File: src/rtl/tmr_evt_pkg.sv
package tmr_evt_pkg;

    localparam int NUM_SRC  = 5;
    localparam int NUM_LINE = 3;
    localparam int NUM_DMA  = 2;
    localparam int IDX_W    = $clog2(NUM_LINE);

    localparam int SRC_EOC  = 0;
    localparam int SRC_CAP0 = 1;
    localparam int SRC_CAP1 = 2;
    localparam int SRC_CMP0 = 3;
    localparam int SRC_CMP1 = 4;

    typedef logic [NUM_SRC-1:0]  src_vec_t;
    typedef logic [NUM_LINE-1:0] line_vec_t;
    typedef logic [NUM_DMA-1:0]  dma_vec_t;

    typedef struct packed {
        line_vec_t        req;
        logic             any;
        logic [IDX_W-1:0] idx;
    } irq_bus_t;

    // Source served by each DMA channel.
    function automatic int dma_src(input int ch);
        return (ch == 0) ? SRC_CAP0 : SRC_CMP0;
    endfunction

    // Interrupt line each source feeds.
    function automatic int line_of(input int src);
        if (src == SRC_EOC)                        return 0;
        else if (src == SRC_CAP0 || src == SRC_CAP1) return 1;
        else                                       return 2;
    endfunction

    // Lowest-numbered active line wins.
    function automatic logic [IDX_W-1:0] first_line(input line_vec_t req);
        logic [IDX_W-1:0] r;
        r = '0;
        for (int i = NUM_LINE - 1; i >= 0; i--) begin
            if (req[i]) r = IDX_W'(i);
        end
        return r;
    endfunction

endpackage

File: src/rtl/tmr_pend_bank.sv
module tmr_pend_bank
    import tmr_evt_pkg::*;
#(
    parameter int N = NUM_SRC
) (
    input  logic         clk,
    input  logic         rst,
    input  logic [N-1:0] set_i,
    input  logic [N-1:0] clr_i,
    output logic [N-1:0] pend_q
);

    for (genvar g = 0; g < N; g++) begin : g_flag
        always_ff @(posedge clk) begin
            if (rst)              pend_q[g] <= 1'b0;
            else if (set_i[g])    pend_q[g] <= 1'b1;
            else if (clr_i[g])    pend_q[g] <= 1'b0;
        end

        p_set_sticky_r2: assert property (@(posedge clk) disable iff (rst)
            set_i[g] |=> pend_q[g]);

        p_clear_r3: assert property (@(posedge clk) disable iff (rst)
            (clr_i[g] && !set_i[g]) |=> !pend_q[g]);

        p_hold_r3: assert property (@(posedge clk) disable iff (rst)
            (!clr_i[g] && !set_i[g]) |=> (pend_q[g] == $past(pend_q[g])));
    end

endmodule

File: src/rtl/tmr_dma_gate.sv
module tmr_dma_gate
    import tmr_evt_pkg::*;
(
    input  src_vec_t pend_i,
    input  dma_vec_t dma_en_i,
    input  dma_vec_t dma_ack_i,
    output dma_vec_t dma_req_o,
    output src_vec_t divert_o,
    output src_vec_t dma_clr_o
);

    always_comb begin
        divert_o  = '0;
        dma_clr_o = '0;
        dma_req_o = '0;
        for (int ch = 0; ch < NUM_DMA; ch++) begin
            divert_o[dma_src(ch)]  = dma_en_i[ch];
            dma_clr_o[dma_src(ch)] = dma_ack_i[ch];
            dma_req_o[ch]          = pend_i[dma_src(ch)] & dma_en_i[ch];
        end
    end

endmodule

File: src/rtl/tmr_irq_prio.sv
module tmr_irq_prio
    import tmr_evt_pkg::*;
(
    input  logic     clk,
    input  logic     rst,
    input  src_vec_t pend_i,
    input  src_vec_t mask_i,
    input  src_vec_t divert_i,
    output irq_bus_t irq_o
);

    src_vec_t live;

    always_comb begin
        live      = pend_i & mask_i & ~divert_i;
        irq_o.req = '0;
        for (int s = 0; s < NUM_SRC; s++) begin
            irq_o.req[line_of(s)] = irq_o.req[line_of(s)] | live[s];
        end
        irq_o.any = |irq_o.req;
        irq_o.idx = first_line(irq_o.req);
    end

    p_idx_active_r8: assert property (@(posedge clk) disable iff (rst)
        irq_o.any |-> irq_o.req[irq_o.idx]);

    p_top_prio_r8: assert property (@(posedge clk) disable iff (rst)
        irq_o.req[0] |-> (irq_o.idx == '0));

    p_masked_off_r6: assert property (@(posedge clk) disable iff (rst)
        (mask_i == '0) |-> !irq_o.any);

endmodule

File: src/rtl/tmr_evt_router.sv
module tmr_evt_router
    import tmr_evt_pkg::*;
(
    input  logic       clk,
    input  logic       rst,
    input  logic [4:0] evt_i,
    input  logic [4:0] mask_i,
    input  logic [4:0] ack_i,
    input  logic [1:0] dma_en_i,
    input  logic [1:0] dma_ack_i,
    output logic [4:0] pend_o,
    output logic [2:0] irq_o,
    output logic       irq_any_o,
    output logic [1:0] irq_idx_o,
    output logic [1:0] dma_req_o
);

    src_vec_t pend, divert, dma_clr, clr_all;
    irq_bus_t bus;

    assign clr_all = ack_i | dma_clr;

    tmr_pend_bank #(.N(NUM_SRC)) u_pend (
        .clk    (clk),
        .rst    (rst),
        .set_i  (evt_i),
        .clr_i  (clr_all),
        .pend_q (pend)
    );

    tmr_dma_gate u_dma (
        .pend_i    (pend),
        .dma_en_i  (dma_en_i),
        .dma_ack_i (dma_ack_i),
        .dma_req_o (dma_req_o),
        .divert_o  (divert),
        .dma_clr_o (dma_clr)
    );

    tmr_irq_prio u_prio (
        .clk      (clk),
        .rst      (rst),
        .pend_i   (pend),
        .mask_i   (mask_i),
        .divert_i (divert),
        .irq_o    (bus)
    );

    assign pend_o    = pend;
    assign irq_o     = bus.req;
    assign irq_any_o = bus.any;
    assign irq_idx_o = bus.idx;

    p_dma_blocks_irq_r9: assert property (@(posedge clk) disable iff (rst)
        (dma_req_o[0] && !pend_o[SRC_CAP1]) |-> !irq_o[1]);

    p_dma_blocks_cmp_r9: assert property (@(posedge clk) disable iff (rst)
        (dma_req_o[1] && !pend_o[SRC_CMP1]) |-> !irq_o[2]);

    p_dma_ack_clears_r10: assert property (@(posedge clk) disable iff (rst)
        (dma_ack_i[0] && !evt_i[SRC_CAP0]) |=> (!pend_o[SRC_CAP0] && !dma_req_o[0]));

    p_set_beats_clr_r4: assert property (@(posedge clk) disable iff (rst)
        (evt_i[SRC_EOC] && ack_i[SRC_EOC]) |=> pend_o[SRC_EOC]);

endmodule

File: config.mk
export PLATFORM = sky130hd
export DESIGN_NAME = tmr_evt_router
export DESIGN_NICKNAME = d
export VERILOG_FILES = /design/src/rtl/tmr_evt_pkg.sv /design/src/rtl/tmr_pend_bank.sv /design/src/rtl/tmr_dma_gate.sv /design/src/rtl/tmr_irq_prio.sv /design/src/rtl/tmr_evt_router.sv
export SDC_FILE = /design/constraint.sdc
export NUM_CORES = 1
export LEC_CHECK = 0
export ABC_AREA = 0
export BUFFER_PORTS_ARGS = -buffer_cell sky130_fd_sc_hd__buf_2
export CAP_MARGIN = 20
export CORE_AREA = 2 2 39 41
export CTS_BUF_LIST = sky130_fd_sc_hd__clkbuf_8 sky130_fd_sc_hd__clkbuf_16
export DETAILED_ROUTE_END_ITERATION = 7
export DIE_AREA = 0 0 41 43
export SLEW_MARGIN = 25
export SYNTH_ARGS = -nofsm -noshare
export SYNTH_HDL_FRONTEND = slang
export SYNTH_HIERARCHICAL = 1
export SYNTH_SLANG_ARGS = --single-unit
File: constraint.sdc
create_clock -name clk -period 1.3 [get_ports clk]
set_input_delay 0.26 -clock clk [delete_from_list [all_inputs] [get_ports clk]]
set_output_delay 0.26 -clock clk [all_outputs]
set_load 0.01 [all_outputs]
* Yosys cells after proc, flatten, opt, wreduce, memory -nomap -nowiden
Cells that the tools add are included.
** Storage, ports and cells
- Register bits after elaboration :: 5
- Input bits :: 21
- Output and inout port bits :: 13
** Cells by class
- Muxes and demuxes :: 13
- Bitwise operators :: 8
- Reductions and logical operators :: 6
** Operator list (count)
- $and 5x5->5 :: 2
- $mux 1 :: 10
- $reduce_bool 2->1 :: 5
- $mux 2 :: 3
- $not 4->5 :: 1
- $or 5x4->5 :: 1
- $reduce_or 3->1 :: 1
- $and 1x1->1 :: 2
- $or 1x1->1 :: 2

* Longest topological paths before layout
Gate-level depths: netlist (run 1).
- Word-level depth :: 6
- Gate-level depth with buffers :: 4
- Depth with buffers taken out :: 3

* Cells and area by module
Netlist (run 1), hierarchy kept.
** By module, submodules not included
- tmr_pend_bank :: instances 1, cells an instance 20, area an instance 175.2 um^2
- tmr_dma_gate :: instances 1, cells an instance 13, area an instance 91.3 um^2
- tmr_irq_prio :: instances 1, cells an instance 11, area an instance 71.3 um^2
- tmr_evt_router :: instances 1, cells an instance 5, area an instance 31.3 um^2

* Worst setup path after synthesis (run 1)
No wires, ideal clock.
- Path kind :: register -> output
- From :: reg u_pend.pend_q[4]
- To :: out irq_idx_o[1]
- Arrival :: 1.010 ns
- Required time :: 1.040 ns
- Path slack :: 0.030 ns
- Stages on the path, launching flop included :: 4
- Buffers on the path :: 0
- Cell sequence :: dfxtp_1 > nand2_1 > o22ai_2 > nor3b_1
** Between the ends
- Word-level cells in the longest chain between the ends :: 6
** RTL lines
- start: declaration :: RTL line tmr_pend_bank.sv:10 : output logic [N-1:0] pend_q
- start signal: indexed assignment :: RTL line tmr_pend_bank.sv:15 : if (rst) pend_q[g] <= 1'b0;
- start signal: indexed assignment :: RTL line tmr_pend_bank.sv:16 : else if (set_i[g]) pend_q[g] <= 1'b1;
- start signal: indexed assignment :: RTL line tmr_pend_bank.sv:17 : else if (clr_i[g]) pend_q[g] <= 1'b0;
- $and 5x5->5 (2 in series) :: RTL line tmr_irq_prio.sv:15 : live = pend_i & mask_i & ~divert_i;
- $or 1x1->1 :: RTL line tmr_irq_prio.sv:18 : irq_o.req[line_of(s)] = irq_o.req[line_of(s)] | live[s];
- named net irq_o[2] :: RTL line tmr_evt_router.sv:12 : output logic [2:0] irq_o,
- $mux 2 (3 in series) :: RTL line tmr_evt_pkg.sv:41 : if (req[i]) r = IDX_W'(i);
- end: declaration :: RTL line tmr_evt_router.sv:14 : output logic [1:0] irq_idx_o,
The timed path passes the listed nets, and every way through them passes these cells.

* Final worst setup path (run 1)
- From :: reg u_pend.pend_q[1]
- To :: out irq_any_o
** Between the ends
- Word-level cells in the longest chain between the ends :: 4
** RTL lines
- $and 5x5->5 (2 in series) :: RTL line tmr_irq_prio.sv:15
- $or 1x1->1 :: RTL line tmr_irq_prio.sv:18
- $reduce_or 3->1 :: RTL line tmr_irq_prio.sv:20 : irq_o.any = |irq_o.req;
- end: declaration :: RTL line tmr_evt_router.sv:13 : output logic irq_any_o,
Every way passes these cells.

==> summary.md, run 1 <==
| Metric | Value |
|---|---|
| Post-Syn Area | 369 um2 |
| Seq cells post-synth | 5 |
| Clk root buf | clkbuf_8 |
| # nets final | 108 |
| Site row count | 14 |
| Setup WS post-layout | -0.140 ns |
| H-tree depth | 1 |
| Design area | 604 um2 |
| Fillers | 164 |
| Pwr Total | 0.000565 W |
| Final setup fails | 2 |
| Synth Flop Type | dfxtp_1 |
| Clock transition at path regs | 0.03 ns |
| Routed vias/inst | 3.90 |
| Setup Skew | 0 ns |
| GR Overflow Total | 0 |
| Die W | 41 um |
| Synth top area share | 27.1% |
| Place WS | 0.00487 ns |
| I/O Pins | 34 |
| Max Slew Vio Count | 0 |
| Antenna diodes | 0 |
| Final Util | 43.7% |
| Failing checks | negative setup slack |
| RSZ-0062 raised after global routing | true |
| Peak VDD IR | 0.408 mV |
| Fin crit share | 111% |
| Kind of end point of the critical path | output port |
| Via count of the first global-routing pass | 296 |
| Sequential area share after synthesis | 27.1% |
| Die ar. | 0.00176 mm2 |
| Die height | 43 um |
| # Max-Cap Violations | 0 |
| Status | finished, violations left |
| Hold WC Path Type | in -> reg |
| Setup crit start kind | flop |
| Fmax | 0.695 GHz |
| Reg with most FFs | u_pend/pend_q |
| Initial Util | 26.7% |
| TritonCTS clock tree | built |
| Sequential share of power | 30.3% |
| Avg Cell Area, Syn | 7.53 um2 |
| Detailed Route WL | 830 um |
| Slowest CP cell | or3_1 |
| Post-detail-place hpwl | 663 um |
| EDFF count, synth | 0 |
| Pre-Repair DR Iteration Count | 1 |
| Core Region | 0.00138 mm2 |
| Switching power of the nets | 0.000129 W |
| Synth area leader | dfxtp_1 |
| Max clock buf depth | 2 |
| First-pass GRT wire length | 1020 um |
| Crit path required time | 1.04 ns |
| Power Density | 935 mW/mm2 |
| Largest cells by area after synthesis | dfxtp_1 27%, buf_4 20%, nand2b_1 8.5%, or2_1 8.5%, a21oi_1 6.8% |
| Crit path cell chain | nand2_2, o22ai_2, or3_1, buf_2 |
| Critical setup path kind | reg -> out |
| Clk pwr share | 48.1% |
| PortBufs | 33 |
| Layout cells sized above 1 | 60.5% |
| GPL Wtd Cong | 0.579 |
| WL/cell | 8.14 um |
| Via count of the routed design | 398 |
| P&R area growth vs syn | 63.7% |
| Mapped Cells | 49 |
| Most instantiated library cell after synthesis | buf_4 |
| CTS Buf Count | 3 |
| # DRC | 0 |
| Antenna violations before repair | 0 |
| Critical path arrival | 1.18 ns |
| Clock Latency Late Sink | 0.22 ns |
| Max FFs per register | 5 |
| Post-route ant nets | 0 |
| CP max stage delay | 0.37 ns |
| Hold Vio Cnt, Final | 0 |
| Yosys Warn Count | 6 |
| Leak pwr | 0.344 nW |
| Sink count of the clock tree | 5 |
| Placement Cell Area | 498 um2 |
| Power Internal | 0.000437 W |
| Largest registers | u_pend/pend_q x5 |
| Largest fanout on the critical path | 3 |
| Initial drt markers | 0 |
| Sw Share | 22.8% |
| Largest net degree at the start of global routing | 6 |
| GRT Total Usage | 8.94% |
| FFs w/ async S/R, synth | 0% |
| Comb pwr share | 21.5% |
| Crit path time final | 1.44 ns |
| Yosys cell types | 15 |
## cells in the final DEF, fill, tap and decap left out
cell type,n
dfxtp_2,4
o21a_1,1
or2_1,5
inv_1,6
nor3b_2,1
nor2_2,1
and2_1,2
nand2b_1,5
clkbuf_8,3
conb_1,6
buf_2,32
o22ai_2,2
buf_4,5
a21oi_1,5
nand2_1,2
nand2_2,3
buf_6,1
dfxtp_1,1
or3_1,1
## final timing paths
check	from	end	slack, ns	depth (start not counted)
setup / recovery	u_pend/pend_q[1]$_SDFFE_PP0P_	irq_any_o	-0.14	4
hold / removal	rst	u_pend/pend_q[3]$_SDFFE_PP0P_	0.27	2
setup reg to reg	u_pend/pend_q[4]$_SDFFE_PP0P_	u_pend/pend_q[4]$_SDFFE_PP0P_	0.61	3
hold reg to reg	u_pend/pend_q[0]$_SDFFE_PP0P_	u_pend/pend_q[0]$_SDFFE_PP0P_	0.49	2
## worst max-delay path: cells and delay by family, from the launching register on
kind                   cells  cell delay (ns)
AO/OA/AOI/OAI              1             0.08
buffers and inverters      1             0.14
flip-flops                 1             0.31
AND/OR/NAND/NOR            2             0.43
## power groups by stage
| stage | registers (W) | clock network, W | logic (W) |
|---|---|---|---|
| 2_1_floorplan | 0.000178 | 0 | 0.0000638 |
| 3_3_place_gp | 0.000174 | 0 | 0.000100 |
| 3_5_place_dp | 0.000174 | 0 | 0.000102 |
| 4_1_cts | 0.000172 | 0.000278 | 0.000119 |
| 5_1_grt | 0.000173 | 0.000291 | 0.000136 |
| 6_report | 0.000172 | 0.000272 | 0.000122 |
## logic make-up after synthesis
family	Yosys count	synth area share, %
buf+inv	15	25.4
compound gates	8	15.6
flops	5	27.1
simple gates	20	30.8
other cells	1	1.02
## per-stage QoR
stage | hold WS [ns] | instances | setup TNS, ns
finish | 0.268 | 102 | -0.235
global route | 0.282 | 102 | -0.374
CTS | 0.269 | 102 | -0.275
floorplan | 0.329 | 54 | 0
global placement | 0.487 | 93 | 0
detailed placement | 0.486 | 93 | 0
## per-layer routing
| layer | track usage (%) | routed length (um) | share of wire, % | vias to the layer above |
|---|---|---|---|---|
| met5 | 0 | 0 | 0 | - |
| met1 | 8.71 | 295 | 36 | 167 |
| met4 | 8.00 | 0 | 0 | 0 |
| met3 | 3.14 | 91 | 11 | 0 |
| met2 | 13.8 | 443 | 53 | 19 |
| li1 | - | - | - | 212 |
## cell type report
class,count,area (um2),share of cell area (%)
repair buffers,38,209,34.6
multi-input cells,34,206,34.2
flip-flops and latches,5,105,17.4
clock buffers,3,41.3,6.83
well taps,16,20.0,3.31
inverters,5,18.8,3.11
clock inverters,1,3.75,0.621
## what timing repair did
| action | CTS | global route |
|---|---|---|
| setup buffers | 5 | 0 |
| endpoints found under the setup margin | 3 | 4 |
| pin swaps | 4 | 2 |
| hold buffers | 0 | 0 |
| gates resized for setup | 6 | 3 |
(Power assumes the default switching activity.)
==> run 2, diff against run 1 <==
Settings changed: SYNTH_HIERARCHICAL 1 to not set.
==> run 2 against run 1 <==
  * The run still ends with negative setup slack left
  * First-iteration DRC count stayed put
  * Worst setup slack better by 0.11 ns
  * Critical path depth stayed put
  * Total power is 1.6% lower
  * Design area is 17% lower
  * Routed wire length is 17% lower
  * Final cell count is 15% lower
  * Combinational power is 9.8% lower
  * Largest cell class unchanged
==> summary.md, run 2 <==
| Metric | Value |
|---|---|
| Initial Util | 17.6% |
| Relative slew slack | 84.0% |
| CTS Buf Count | 3 |
| H-tree depth | 1 |
| Die ar. | 0.00176 mm2 |
| Clock transition at path regs | 0.03 ns |
| Peak VDD IR | 0.367 mV |
| Reg with most FFs | u_pend.pend_q |
| CP max stage delay | 0.32 ns |
| Post-detail-place hpwl | 591 um |
| Post-route ant nets | 0 |
| Post-Syn Area | 244 um2 |
| Hold WC Path Type | in -> reg |
| Detailed Route WL | 691 um |
| Synth Flop Type | dfxtp_1 |
| Via count of the first global-routing pass | 256 |
| Syn Nets | 53 |
| Largest registers | u_pend.pend_q x5 |
| Hold Vio Cnt, Final | 0 |
| Kind of end point of the critical path | output port |
| Largest cells by area after synthesis | dfxtp_1 41%, nor2_1 12%, a21oi_1 10%, inv_1 9.2%, a32oi_2 6.7% |
| Setup crit start kind | flop |
| Site row count | 14 |
| Die height | 43 um |
| Die W | 41 um |
| Most frequent cells in the layout | 33 x buf_2, 8 x nor2_1, 7 x inv_1 |
| Pwr Total | 0.000556 W |
| # nets final | 93 |
| Fin crit share | 102% |
| XOR/XNOR Fraction of Synth Area | 0% |
| Clk root buf | clkbuf_8 |
| # DRC | 0 |
| Fmax | 0.752 GHz |
| Most instantiated library cell after synthesis | nor2_1 |
| EDFF count, synth | 0 |
| Sequential cell area | 104 um2 |
| Crit path cell chain | a32oi_2, buf_4, nor2_1, buf_2 |
| First-pass GRT wire length | 972 um |
| Synth Area in Compound Gates | 20.5% |
| Synth Area in Adders | 0% |
| GR Overflow Total | 0 |
| Max Slew Vio Count | 0 |
| Largest fanout on the critical path | 3 |
| Clock Latency Late Sink | 0.22 ns |
| Antenna diodes | 0 |
| Antenna violations before repair | 0 |
| RSZ-0062 raised after global routing | true |
| Via count of the routed design | 342 |
| Core Region | 0.00138 mm2 |
| Setup Skew | 0 ns |
| Worst reg2reg path depth | 3 |
| WL/cell | 7.94 um |
| Yosys Warn Count | 0 |
| Leak pwr | 0.310 nW |
| Yosys cell types | 11 |
| Fillers | 153 |
| Pre-Repair DR Iteration Count | 1 |
| Setup WS post-layout | -0.0305 ns |
| Multi-input combinational cell area | 128 um2 |
| Max clock buf depth | 2 |
| Commonest non-fill, non-tap cell in the layout | buf_2 |
| Slowest CP cell | dfxtp_2 |
| Largest family of logic cells by synthesized area | simple AND/OR/NAND/NOR gates |
| Hold path cells | 3 |
| Initial drt markers | 0 |
| Failing checks | negative setup slack |
| GRT Total Usage | 8.32% |
| PortBufs | 33 |
| Layout cells sized above 1 | 66.2% |
| Power Density | 1110 mW/mm2 |
| Critical path arrival | 1.07 ns |
| I/O Pins | 34 |
| Max FFs per register | 5 |
| # Max-Cap Violations | 0 |
| Most instantiated cells after synthesis | 8 x nor2_1, 6 x inv_1, 5 x a21oi_1, 5 x dfxtp_1, 2 x and2_1 |
| Largest net degree at the start of global routing | 6 |
| Routed vias/inst | 3.93 |
| Final setup fails | 3 |
| Crit path time final | 1.33 ns |
| Simple-gate portion of the synthesized area | 27.7% |
| Critical setup path kind | reg -> out |
| Sequential area share after synthesis | 41.0% |
| Worst-margin pin slew | 0.240 ns |
| P&R area growth vs syn | 106% |
| Crit path required time | 1.04 ns |
| TritonCTS clock tree | built |
| GPL Wtd Cong | 0.559 |
| FFs w/ async S/R, synth | 0% |
| Mapped Cells | 32 |
| Synth area leader | dfxtp_1 |
| Status | finished, violations left |
| Sink count of the clock tree | 5 |
| Avg Cell Area, Syn | 7.62 um2 |
| Mux cell area share after synthesis | 0% |
| Synth top area share | 41.0% |
| Seq cells post-synth | 5 |
| Final Util | 36.3% |
-- run 2: power breakdown --
group	leakage [nW]	switching [W]	internal (W)	total, W
clock network	0.0269	0.0000698	0.000202	0.000272
logic	0.240	0.0000502	0.0000599	0.000110
registers	0.0425	0.00000857	0.000166	0.000174
-- run 2: per-stage QoR --
step / setup slack [ns] / cells / hold WS [ns] / TNS (ns) / cell area [um2]
6_report: -0.0305 / 87 / 0.249 / -0.0723 / 503
5_1_grt: -0.133 / 87 / 0.263 / -0.301 / 503
4_1_cts: -0.120 / 87 / 0.245 / -0.223 / 498
3_5_place_dp: 0.0218 / 81 / 0.471 / 0 / 429
3_3_place_gp: 0.0469 / 81 / 0.464 / 0 / 429
2_1_floorplan: 0.143 / 32 / 0.332 / 0 / 244
-- run 2: cell families after synthesis --
kind of cell,after synthesis
compound gates,7
buf+inv,7
flops,5
simple gates,13
-- run 2: area by class of cell --
cell class | instances | area share, %
Multi-Input combinational cell | 20 | 25.4
Timing Repair Buffer | 35 | 35.8
Clock inverter | 1 | 0.746
Inverter | 7 | 5.22
Sequential cell | 5 | 20.6
Tap cell | 16 | 3.98
Clock buffer | 3 | 8.21
-- run 2: repair_timing --
action,CTS,global route
gates resized for setup,2,3
cloned,0,0
hold buffers,0,0
pin swaps,3,4
setup buffers,2,0
endpoints found under the setup margin,3,5
-- run 2: worst paths after layout --
check,startpoint,to,slack [ns]
hold reg to reg,u_pend.pend_q[2]$_SDFFE_PP0P_,u_pend.pend_q[2]$_SDFFE_PP0P_,0.50
setup reg to reg,u_pend.pend_q[1]$_SDFFE_PP0P_,u_pend.pend_q[1]$_SDFFE_PP0P_,0.59
hold / removal,evt_i[2],u_pend.pend_q[2]$_SDFFE_PP0P_,0.25
setup / recovery,u_pend.pend_q[2]$_SDFFE_PP0P_,irq_idx_o[0],-0.03
-- run 2: critical path, delay by kind of cell (launching register included) --
family,cells,cell delay [ns]
DFF,1,0.32
buffers and inverters,2,0.28
AOI/OAI and AO/OA,1,0.23
and+or+nand+nor,1,0.03
-- run 2: layer usage --
metal	vias to the layer above	GRT usage, %	wire (um)
met5	-	0	0
met4	0	6.00	0
met3	0	3.14	69
met2	15	12.5	353
met1	145	8.97	268
li1	182	-	-
